==> config.mk <==
export PLATFORM = sky130hd
export DESIGN_NAME = i2c_scl_brg
export DESIGN_NICKNAME = d
export VERILOG_FILES = /design/src/rtl/brg_pkg.sv /design/src/rtl/brg_guard.sv /design/src/rtl/brg_halfcnt.sv /design/src/rtl/brg_fsm.sv /design/src/rtl/i2c_scl_brg.sv
export SDC_FILE = /design/constraint.sdc
export NUM_CORES = 1
export LEC_CHECK = 0
export BUFFER_PORTS_ARGS = -buffer_cell sky130_fd_sc_hd__buf_2
export CAP_MARGIN = 20
export CORE_MARGIN = 1.5
export CORE_UTILIZATION = 59
export CTS_BUF_LIST = sky130_fd_sc_hd__clkbuf_4 sky130_fd_sc_hd__clkbuf_8
export CTS_CLUSTER_SIZE = 25
export DETAILED_ROUTE_END_ITERATION = 8
export PLACE_DENSITY = 0.77
export SLEW_MARGIN = 20
export SYNTH_ARGS = -nofsm -noshare
export SYNTH_HDL_FRONTEND = slang
export SYNTH_HIERARCHICAL = 1
export SYNTH_SLANG_ARGS = --single-unit
==> constraint.sdc <==
create_clock -name clk -period 2.24 [get_ports clk]
set_input_delay 0.112 -clock clk [delete_from_list [all_inputs] [get_ports clk]]
set_output_delay 0.112 -clock clk [all_outputs]
set_load 0.01 [all_outputs]
==> src/rtl/brg_pkg.sv <==
package brg_pkg;

    typedef enum logic [1:0] {
        ST_IDLE = 2'd0,
        ST_HALT = 2'd1,
        ST_HIGH = 2'd2,
        ST_LOW  = 2'd3
    } brg_state_e;

    typedef enum logic [1:0] {
        RATE_STD   = 2'd0,
        RATE_FAST  = 2'd1,
        RATE_FPLUS = 2'd2,
        RATE_HS    = 2'd3
    } rate_class_e;

    localparam int unsigned MIN_RELOAD = 3;

endpackage

==> src/rtl/brg_guard.sv <==
module brg_guard
    import brg_pkg::*;
#(
    parameter int unsigned RELOAD_W = 8
) (
    input  logic                clk,
    input  logic                rst_n,
    input  logic [RELOAD_W-1:0] reload,
    input  logic                load_now,
    output logic                legal,
    output logic                reject
);

    assign legal = (reload >= RELOAD_W'(MIN_RELOAD));

    // Sticky flag: set by any illegal value, cleared only when a legal value is loaded.
    always_ff @(posedge clk) begin
        if (!rst_n) begin
            reject <= 1'b0;
        end else if (!legal) begin
            reject <= 1'b1;
        end else if (load_now) begin
            reject <= 1'b0;
        end
    end

endmodule

==> src/rtl/brg_halfcnt.sv <==
module brg_halfcnt
    import brg_pkg::*;
#(
    parameter int unsigned RELOAD_W = 8,
    parameter int unsigned SYS_HZ   = 64_000_000
) (
    input  logic                clk,
    input  logic                rst_n,
    input  logic                running,
    input  logic                legal,
    input  logic [RELOAD_W-1:0] reload,
    output logic                tick,
    output logic                load_now,
    output logic [1:0]          rate_class
);

    localparam int unsigned CNT_W    = RELOAD_W + 1;
    // Smallest value of (reload+1) that keeps the SCL rate at or below each grade limit.
    localparam int unsigned DIV_STD  = (SYS_HZ + 400_000 - 1) / 400_000;
    localparam int unsigned DIV_FAST = (SYS_HZ + 1_600_000 - 1) / 1_600_000;
    localparam int unsigned DIV_FP   = (SYS_HZ + 4_000_000 - 1) / 4_000_000;

    logic [CNT_W-1:0]    cnt;
    logic [RELOAD_W-1:0] active;
    logic [31:0]         div_n;

    assign tick     = running && (cnt == '0);
    assign load_now = legal && (!running || tick);

    // The counter starts at 2*(reload+1)-1, so each phase spans 2*(reload+1) cycles.
    always_ff @(posedge clk) begin
        if (!rst_n) begin
            cnt <= '1;
        end else if (load_now) begin
            cnt <= {reload, 1'b1};
        end else if (running && (cnt != '0)) begin
            cnt <= cnt - CNT_W'(1);
        end
    end

    always_ff @(posedge clk) begin
        if (!rst_n) begin
            active <= '1;
        end else if (load_now) begin
            active <= reload;
        end
    end

    assign div_n = 32'(active) + 32'd1;

    always_comb begin
        if (div_n >= DIV_STD) begin
            rate_class = RATE_STD;
        end else if (div_n >= DIV_FAST) begin
            rate_class = RATE_FAST;
        end else if (div_n >= DIV_FP) begin
            rate_class = RATE_FPLUS;
        end else begin
            rate_class = RATE_HS;
        end
    end

endmodule

==> src/rtl/brg_fsm.sv <==
module brg_fsm
    import brg_pkg::*;
(
    input  logic       clk,
    input  logic       rst_n,
    input  logic       enable,
    input  logic       legal,
    input  logic       tick,
    output brg_state_e state,
    output logic       running,
    output logic       scl
);

    brg_state_e state_nx;

    always_ff @(posedge clk) begin
        if (!rst_n) begin
            state <= ST_IDLE;
        end else begin
            state <= state_nx;
        end
    end

    always_comb begin
        state_nx = state;
        if (!enable) begin
            state_nx = ST_IDLE;                     // T_DISABLE
        end else if (!legal) begin
            state_nx = ST_HALT;                     // T_REJECT
        end else begin
            unique case (state)
                ST_IDLE, ST_HALT: state_nx = ST_HIGH;                   // T_START
                ST_HIGH:          state_nx = tick ? ST_LOW  : ST_HIGH;  // T_FALL
                ST_LOW:           state_nx = tick ? ST_HIGH : ST_LOW;   // T_RISE
                default:          state_nx = ST_IDLE;
            endcase
        end
    end

    always_comb begin
        unique case (state)
            ST_HIGH: begin running = 1'b1; scl = 1'b1; end
            ST_LOW:  begin running = 1'b1; scl = 1'b0; end
            default: begin running = 1'b0; scl = 1'b1; end
        endcase
    end

endmodule

==> src/rtl/i2c_scl_brg.sv <==
module i2c_scl_brg
    import brg_pkg::*;
#(
    parameter int unsigned RELOAD_W = 8,
    parameter int unsigned SYS_HZ   = 64_000_000
) (
    input  logic                clk,
    input  logic                rst_n,
    input  logic                enable,
    input  logic [RELOAD_W-1:0] reload,
    output logic                scl,
    output logic                tick,
    output logic                reject,
    output logic [1:0]          rate_class
);

    brg_state_e state;
    logic       running;
    logic       legal;
    logic       load_now;

    brg_guard #(.RELOAD_W(RELOAD_W)) u_guard (
        .clk      (clk),
        .rst_n    (rst_n),
        .reload   (reload),
        .load_now (load_now),
        .legal    (legal),
        .reject   (reject)
    );

    brg_halfcnt #(.RELOAD_W(RELOAD_W), .SYS_HZ(SYS_HZ)) u_cnt (
        .clk        (clk),
        .rst_n      (rst_n),
        .running    (running),
        .legal      (legal),
        .reload     (reload),
        .tick       (tick),
        .load_now   (load_now),
        .rate_class (rate_class)
    );

    brg_fsm u_fsm (
        .clk     (clk),
        .rst_n   (rst_n),
        .enable  (enable),
        .legal   (legal),
        .tick    (tick),
        .state   (state),
        .running (running),
        .scl     (scl)
    );

endmodule

======== Word level (Yosys, flattened, before mapping) ========
Cells that the tools add are included.
cells by class
  multiplexer cells ....................... 13
  $add $sub $neg .......................... 2
  reductions and logical operators ........ 14
  eq/ne operators ......................... 4
  bitwise logic cells ..................... 1
  magnitude comparators ................... 4
operators with widths
  cell                 number
  $ge 32x5->1 const B  1
  $ge 32x6->1 const B  1
  $ge 32x8->1 const B  1
  $mux 9               2
  $add 8x1->9 const B  1
  $logic_not 9->1      1
  $reduce_bool 9->1    1
  $sub 9x1->9 const B  1
  $ge 8x2->1 const B   1
  $mux 1               8
  $pmux 2 s3           1
  $reduce_or 2->1      3
  $eq 2x2->1 const B   2
  $mux 2               2
  $logic_and 1x1->1    3
  $reduce_and 3->1     1
  $eq 2x1->1 const B   1
  $logic_not 2->1      1
  $ne 2x2->1 const B   1
  $reduce_and 2->1     1
  $reduce_bool 2->1    1
  $logic_not 1->1      1
  $logic_or 1x1->1     1
  $not 1->1            1
storage, ports and cells
  word-level logic and storage cells ...... 44
  output and inout port bits .............. 5
  flip-flop bits (word level) ............. 20

======== Depth between registers and ports, before layout ========
Gate-level depths: netlist of the first run.
  depth in word-level cells ............... 8
  gate-level depth with buffers ........... 8
  gate-level depth less buffers ........... 7

======== Cells and area by module ========
The synthesis of the first run kept the hierarchy.
modules (own cells, without submodules)
  module       area an instance (um^2)  cells each  instances
  brg_halfcnt  1046.0                   128         1
  brg_fsm      77.6                     9           1
  brg_guard    61.3                     6           1

======== Worst setup path after synthesis of the first run ========
OpenSTA, ideal clock, no wires.
  kind .................................... register to register
  start ................................... register u_cnt.cnt[0]
  end ..................................... register u_cnt.cnt[6]
  setup time .............................. 0.084 ns
  path slack .............................. 0.454 ns
  buffers on the path ..................... 0
  cell stages (with the launch flop) ...... 7
  data arrival time ....................... 1.701 ns
  cells stage by stage .................... dfxtp_1 -> inv_1 -> ha_1 -> or4b_4 -> or3_1 -> and3_1 -> o31ai_2
between the ends
  cells in the longest elaborated chain, start to end .. 5
ends and longest elaborated chain
  element                                              line               source
  start: declaration                                   brg_halfcnt.sv:23  logic [CNT_W-1:0] cnt;
  start signal: assignment                             brg_halfcnt.sv:35  cnt <= {reload, 1'b1};
  start signal: assignment                             brg_halfcnt.sv:37  cnt <= cnt - CNT_W'(1);
  branches (longest 5 deep; another with $sub 9x1->9)  n/a
Parallel ways; which one is timed is not known. The select of a mux whose other input is x is not followed.
A chain may end at the register's enable or synchronous reset.

======== Worst setup path after layout of the first run ========
  start ................................... register u_cnt.cnt[0]
  end ..................................... register u_cnt.cnt[5]
The elaborated chain is that of the path after synthesis.

==> out/results.md, run 1 <==
Setup path
* **Max stage delay on crit path** 0.50 ns
* **kind of critical path** flop to flop
* **Top Family by Delay on Critical Path** compound AO/OA/AOI/OAI gates
* **Crit path buffers/inverters** 2
* **CP startpoint kind** flop
* **data arrival time of the worst path** 2.25 ns
* **Critical Path, Cell by Cell** inv_1, ha_1, or4b_4, o21ai_2, buf_4, a221oi_1, o31ai_1
* **crit end category** flop
* **required time of the critical path** 2.45 ns
* **cells on worst reg2reg path** 7
* **critical path fanouts, max** 10
* **end of the worst register-to-register path** u_cnt/cnt[5]
* **setup slack, reg-to-reg** 0.21 ns
* **critical-path cell with the highest stage delay** or4b_4
* **start of the worst register-to-register path** u_cnt/cnt[0]

Logic synthesis
* **summed instance area of the synthesized netlist** 1185 um^2
* **Yosys top cell by area** dfxtp_1
* **per-instance average area after synthesis** 8.286 um^2
* **Synthesis Warnings** 6
* **most frequent cells after synthesis** 20 x dfxtp_1, 12 x nand2_1, 10 x o21ai_0, 9 x nand3_1
* **number of distinct library cells after synthesis** 47
* **sequential share of the synthesized area** 0.3379
* **asr flop ratio synth** 0
* **predominant post-synthesis flop cell** dfxtp_1
* **Post-synth EDFFs** 0
* **number of instances in the synthesized netlist** 143
* **syn_nets** 156
* **top area cells in the synthesized netlist** dfxtp_1 34%, o21ai_0 4.2%, nand3_1 3.8%
* **number of storage elements in the synthesis netlist** 20
* **Yosys top cell area share** 0.3379
* **count leader, synth** dfxtp_1

Clock network
* **H-tree levels** 1
* **clock tree from TritonCTS** done
* **number of sinks driven by the clock tree** 20
* **TritonCTS buffer count** 3
* **CTS Root Buffer Type** clkbuf_4
* **cells resized by post-CTS repair** 0
* **Clock Tree Buf Depth** 2
* **number of buffers inserted to repair setup after CTS** 0
* **clock transition at the register clock pins on the worst setup and hold paths after CTS** 0.11 ns
* **insertion delay to the later sink of the worst-skew pair** 0.30 ns
* **count of hold buffers inserted by post-cts repair** 0

STA
* **final worst path period need** 2.032 ns
* **number of pins with negative max-slew slack in the final report** 0
* **final hold violations** 0
* **worst rel slew slack** 0.5911
* **slew of the pin with the lowest slew margin** 0.6121 ns
* **Setup TNS Final** 0 ns
* **final clock skew** 0.004339 ns
* **Final setup violation count** 0
* **RSZ-0062 raised after global routing** false
* **Highest Clock Rate** 492.1 MHz
* **final worst path period share** 0.9071

Global routing
* **total routing resource utilization after global routing** 0.2752
* **number of antenna violations at the first check in global routing** 0
* **grt ovf** 0
* **number of global-route vias before repair** 1,006
* **maximum number of pins on one net before global-route repair** 21
* **first-pass GRT wire length** 4.422 mm

Power and ir drop
* **fraction of power consumed by sequential logic** 0.586
* **static leakage** 0.5425 nW
* **total net switching power** 0.2003 mW
* **cell internal power dissipation** 0.4975 mW
* **part of the power in combinational logic** 0.174
* **IR drop worst, VDD** 0.3990 mV
* **relative contribution of the clock network to total power** 0.240
* **switching share of total power** 0.2871
* **Power Dens Cells** 530.1 nW/um^2

Finish
* **post-route non-filler standard cell count** 185
* **share of cells above drive strength 1** 0.2215
* **total area of multi-input combinational cells** 724.4 um^2
* **diode insertion count for antenna repair** 0
* **number of nets in the final layout** 173
* **sequential cell area in the final layout** 400.4 um^2
* **signed area change from the synthesized netlist to the final layout** 11.09%
* **filler instances** 168

Floorplan
* **# rows** 16
* **floorplan die height** 47.82 um
* **top-level I/O count** 16
* **die area** 2286 um^2
* **initial core utilization** 0.6165
* **floorplan core area** 1922 um^2
* **width of the chip** 47.82 um

Min path
* **Hold Startpoint** enable
* **worst-case hold path end point** u_fsm/state[1]
* **kind of path behind the tightest hold check** input port to flop
* **depth of the worst hold-timing path** 2

Run
* **max-capacitance violation count** 0

Detailed routing
* **Total Wirelength** 2.864 mm
* **DRC** 0
* **antenna violation net count after detailed routing** 0
* **via total after detailed routing** 1,208
* **number of DRC markers after the initial detailed-route iteration** 66
* **Pre-antenna DRT Iters** 4
* **average via count per standard cell** 6.530
* **routed wire length per instance** 15.48 um

Status
* **result of the run** complete, no violations

Place
* **routability congestion estimate** 0.8387
* **HPWL reported at the end of detailed placement** 2.101 mm
* **total placed cells including tap cells** 182
* **Port Buf Inserts** 15

-- through the flow --
stage / total power, mW / utilization / cell area [um^2] / hold slack [ns] / setup WS [ns]
finish: 0.6978 / 0.6849 / 1316 / 0.08652 / 0.2081
global route: 0.7313 / 0.6849 / 1316 / 0.08699 / 0.1058
CTS: 0.6972 / 0.6849 / 1316 / 0.08362 / 0.2293
detailed placement: 0.5354 / 0.6732 / 1294 / 0.3883 / 0.2485
global placement: 0.5305 / 0.6732 / 1294 / 0.3689 / 0.3610
floorplan: 0.4936 / - / 1185 / 0.1882 / 0.4544
-- cell usage in the layout (no fill, tap or decap), types with 2 or more instances in the layout --
| cell type | n |
|---|---|
| nor3_1 | 7 |
| nor2_1 | 6 |
| and3_1 | 5 |
| a221oi_1 | 2 |
| buf_2 | 15 |
| clkbuf_4 | 3 |
| nor4_1 | 2 |
| and2_1 | 2 |
| mux2i_1 | 4 |
| o31ai_1 | 2 |
| nand3_1 | 9 |
| o21ai_1 | 2 |
| inv_1 | 6 |
| a311oi_1 | 4 |
| nand2_1 | 12 |
| nand2b_1 | 5 |
| a211oi_1 | 3 |
| dfxtp_1 | 20 |
| buf_4 | 5 |
| a21oi_1 | 5 |
| o21ai_0 | 10 |
| ha_1 | 2 |
| xnor2_1 | 2 |
-- worst max-delay path by stage --
stage	startpoint	endpoint	slack, ns	depth (start not counted)
2_1_floorplan	u_cnt/cnt[0]	u_cnt/cnt[6]	0.45	6
3_3_place_gp	u_cnt/cnt[0]	u_cnt/cnt[5]	0.36	7
3_5_place_dp	u_cnt/cnt[0]	u_cnt/cnt[5]	0.25	7
4_1_cts	u_cnt/cnt[0]	u_cnt/cnt[5]	0.23	7
5_1_grt	u_cnt/active[0]	rate_class[0]	0.11	6
6_report	u_cnt/cnt[0]	u_cnt/cnt[5]	0.21	7
-- metal layers --
layer	wire length, um	vias up	track usage
met5	0	-	0
met2	1330	55	0.4027
li1	-	572	-
met4	57	0	0.1135
met1	1285	575	0.4037
met3	190	6	0.03774
-- power groups by stage --
stage          logic (mW)  clock network, mW  registers, mW
2_1_floorplan      0.0889                  0          0.405
5_1_grt             0.133              0.185          0.413
4_1_cts             0.120              0.169          0.408
3_3_place_gp        0.115                  0          0.415
6_report            0.122              0.167          0.409
3_5_place_dp        0.119                  0          0.416
-- flip-flops by register name, summed over array words and instances, names as in the netlist --
signal,flops
u_cnt/active,8
u_cnt/cnt,9
u_fsm/state,2
u_guard/reject,1
-- area by class of cell --
cell class	count	area share
Multi-Input combinational cell	109	0.5504
Sequential cell	20	0.3042
Timing Repair Buffer	20	0.08555
Tap cell	27	0.02567
Clock buffer	3	0.01711
Inverter	6	0.01711
-- cells by family after synthesis --
kind of cell / after synthesis / share of synthesized area
and+or+nand+nor: 56 / 0.2650
AOI/OAI and AO/OA: 44 / 0.2672
DFF: 20 / 0.3379
buffers and inverters: 14 / 0.05069
muxes: 5 / 0.04330
xor gates and xnor gates: 2 / 0.01479
adders and majority gates: 2 / 0.02112
Note: power is estimated with default switching activity, not from simulation.
==> run 2: changes to the inputs <==
--- a/config.mk
+++ b/config.mk
@@ -16,5 +16,4 @@
 export SLEW_MARGIN = 20
 export SYNTH_ARGS = -nofsm -noshare
 export SYNTH_HDL_FRONTEND = slang
-export SYNTH_HIERARCHICAL = 1
 export SYNTH_SLANG_ARGS = --single-unit
==> out/results.md, run 2 <==
Place
* **Post-Place Cell Area** 1271 um^2
* **Setup Slack @ Placement** 0.2672 ns
* **HPWL reported at the end of detailed placement** 2.076 mm
* **Port Buf Inserts** 15
* **routability congestion estimate** 0.8694

Floorplan
* **floorplan die height** 47.84 um
* **initial core utilization** 0.6172
* **top-level I/O count** 16
* **# rows** 16
* **width of the chip** 47.84 um
* **floorplan core area** 1922 um^2
* **die area** 2288 um^2

Setup path
* **Max stage delay on crit path** 0.43 ns
* **critical path fanouts, max** 5
* **kind of critical path** flop to output port
* **required time of the critical path** 2.13 ns
* **data arrival time of the worst path** 1.98 ns
* **cells on worst reg2reg path** 6
* **Top Family by Delay on Critical Path** simple AND/OR/NAND/NOR gates
* **critical path depth** 5
* **crit end category** output port
* **Critical Path, Cell by Cell** nand4_1, or3_1, a222oi_1, o31a_1, buf_2
* **critical-path cell with the highest stage delay** dfxtp_1
* **Crit path buffers/inverters** 1
* **CP startpoint kind** flop

Global routing
* **number of antenna violations at the first check in global routing** 0
* **grt ovf** 0
* **first-pass GRT wire length** 4.064 mm
* **total routing resource utilization after global routing** 0.2592
* **maximum number of pins on one net before global-route repair** 18
* **number of global-route vias before repair** 913

Clock network
* **number of sinks driven by the clock tree** 20
* **insertion delay to the later sink of the worst-skew pair** 0.30 ns
* **clock transition at the register clock pins on the worst setup and hold paths after CTS** 0.11 ns
* **cells resized by post-CTS repair** 0
* **H-tree levels** 1
* **count of hold buffers inserted by post-cts repair** 0
* **TritonCTS buffer count** 3
* **Clock Tree Buf Depth** 2
* **number of buffers inserted to repair setup after CTS** 0
* **clock tree from TritonCTS** done
* **CTS Root Buffer Type** clkbuf_4

Logic synthesis
* **fraction of the mapped netlist area in compound gates** 0.2669
* **number of distinct library cells after synthesis** 55
* **Post-synth EDFFs** 0
* **Synthesis Warnings** 0
* **share of the synthesized netlist area taken by xor and xnor gates** 0.02215
* **per-instance average area after synthesis** 8.472 um^2
* **syn_nets** 153
* **predominant post-synthesis flop cell** dfxtp_1
* **sequential share of the synthesized area** 0.3376
* **Yosys top cell area share** 0.3376
* **summed instance area of the synthesized netlist** 1186 um^2
* **most frequent cells after synthesis** 20 x dfxtp_1, 11 x nand2_1, 9 x nand3_1, 8 x nor2_1, 7 x o21ai_0
* **share of synthesized cell area in full adder, half adder and majority cells** 0.02110
* **number of storage elements in the synthesis netlist** 20
* **largest family of logic cells by synthesized area** simple AND/OR/NAND/NOR gates
* **count leader, synth** dfxtp_1
* **top area cells in the synthesized netlist** dfxtp_1 34%, nand3_1 3.8%, nand2_1 3.5%
* **mux cell area share after synthesis** 0.008439
* **area share of and/or/nand/nor cells after synthesis** 0.2954
* **number of instances in the synthesized netlist** 140
* **Yosys top cell by area** dfxtp_1
* **asr flop ratio synth** 0

Power and ir drop
* **fraction of power consumed by sequential logic** 0.552
* **Power Dens Cells** 572.2 nW/um^2
* **switching share of total power** 0.2838
* **part of the power in combinational logic** 0.167
* **static leakage** 0.5474 nW
* **IR drop worst, VDD** 0.4340 mV
* **overall power** 0.7482 mW
* **cell internal power dissipation** 0.5359 mW
* **relative contribution of the clock network to total power** 0.281
* **total net switching power** 0.2123 mW

Finish
* **commonest cells after routing, fill and taps aside** 20 x dfxtp_1, 15 x buf_2, 11 x nand2_1
* **filler instances** 196
* **signed area change from the synthesized netlist to the final layout** 10.23%
* **final design area excluding fillers** 1308 um^2
* **number of nets in the final layout** 169
* **diode insertion count for antenna repair** 0
* **share of cells above drive strength 1** 0.2000
* **most common cell after layout, fill and taps aside** dfxtp_1
* **largest register by flop count** u_cnt.cnt
* **flip-flop count of the largest register, all copies and words added** 9
* **largest registers ranked by flip-flop count** u_cnt.cnt: 9 flops, u_cnt.active: 8 flops, u_fsm.state: 2 flops

Detailed routing
* **via total after detailed routing** 1,148
* **Total Wirelength** 2.697 mm
* **antenna violation net count after detailed routing** 0
* **Pre-antenna DRT Iters** 4
* **routed wire length per instance** 14.82 um
* **average via count per standard cell** 6.308
* **DRC** 0
* **number of DRC markers after the initial detailed-route iteration** 29

STA
* **Setup TNS Final** 0 ns
* **worst rel slew slack** 0.6622
* **RSZ-0062 raised after global routing** false
* **final worst path period share** 0.9339
* **slew of the pin with the lowest slew margin** 0.5067 ns
* **number of pins with negative max-slew slack in the final report** 0
* **worst hold slack** 0.03324 ns
* **Highest Clock Rate** 478.0 MHz
* **final worst path period need** 2.092 ns
* **final hold violations** 0
* **Final setup violation count** 0
* **final setup margin** 0.1481 ns
* **final clock skew** 0.001164 ns

Min path
* **depth of the worst hold-timing path** 3
* **kind of path behind the tightest hold check** input port to flop

Status
* **result of the run** complete, no violations

Run
* **max-capacitance violation count** 0

-- run 2: cell types whose count changed in the layout (fill, tap and decap cells not counted), moves of 3 or more --
cell / previous run / this run
o21ai_0: 10 / 7
a311oi_1: 4 / 0
mux2i_1: 4 / 1
buf_4: 5 / 1
a21o_1: 0 / 3
-- run 2: final timing paths --
kind                                 startpoint  slack, ns             end
worst max register to register     u_cnt.cnt[0]       0.22    u_cnt.cnt[3]
worst min-delay path                     enable       0.03  u_fsm.state[1]
worst max-delay path            u_cnt.active[1]       0.15   rate_class[0]
worst min register to register   u_guard.reject       0.52  u_guard.reject
-- run 2: layer usage --
| metal | GRT usage | wire length (um) | share of wire |
|---|---|---|---|
| met1 | 0.3172 | 1126 | 0.42 |
| met2 | 0.4507 | 1349 | 0.50 |
| met3 | 0.05283 | 174 | 0.065 |
| met4 | 0.08649 | 47 | 0.017 |
| met5 | 0 | 0 | 0 |
-- run 2: kinds of logic (layout without fill, tap and decap cells) --
| group | count (synthesis) | in the layout |
|---|---|---|
| AND/OR/NAND/NOR | 59 | 59 |
| buffers and inverters | 12 | 27 |
| XOR/XNOR | 3 | 3 |
| AO/OA/AOI/OAI | 43 | 43 |
| flip-flops | 20 | 20 |
| adder cells (fa/ha/maj) | 2 | 2 |
| multiplexers | 1 | 1 |
-- run 2: worst register-to-register path, cell delays in order (launching register included) --
cell and delay [ns]:
dfxtp_1 0.35, inv_1 0.06, ha_1 0.23, nor4b_2 0.42, a21o_1 0.40, nand2_4 0.12, a311o_1 0.33
-- run 2: through the flow --
| step | utilization | std cells |
|---|---|---|
| global placement | 0.6615 | 178 |
| CTS | 0.6803 | 182 |
| detailed placement | 0.6615 | 178 |
| finish | 0.6803 | 182 |
| global route | 0.6803 | 182 |
| floorplan | - | 140 |
-- run 2: layout make-up --
class	count	area (um^2)	area share
Clock buffer	4	36.28	0.02775
Inverter	7	26.28	0.02010
Multi-Input combinational cell	108	728.2	0.5569
Sequential cell	20	400.4	0.3062
Tap cell	27	33.78	0.02584
Timing Repair Buffer	16	82.58	0.06316
-- run 2: power by group through the flow --
stage | logic, mW | clock network (mW) | registers (mW)
final | 0.125 | 0.210 | 0.413
after global routing | 0.140 | 0.225 | 0.417
after detailed placement | 0.124 | 0 | 0.420
after CTS | 0.125 | 0.216 | 0.412
after global placement | 0.120 | 0 | 0.420
after floorplan | 0.0984 | 0 | 0.407
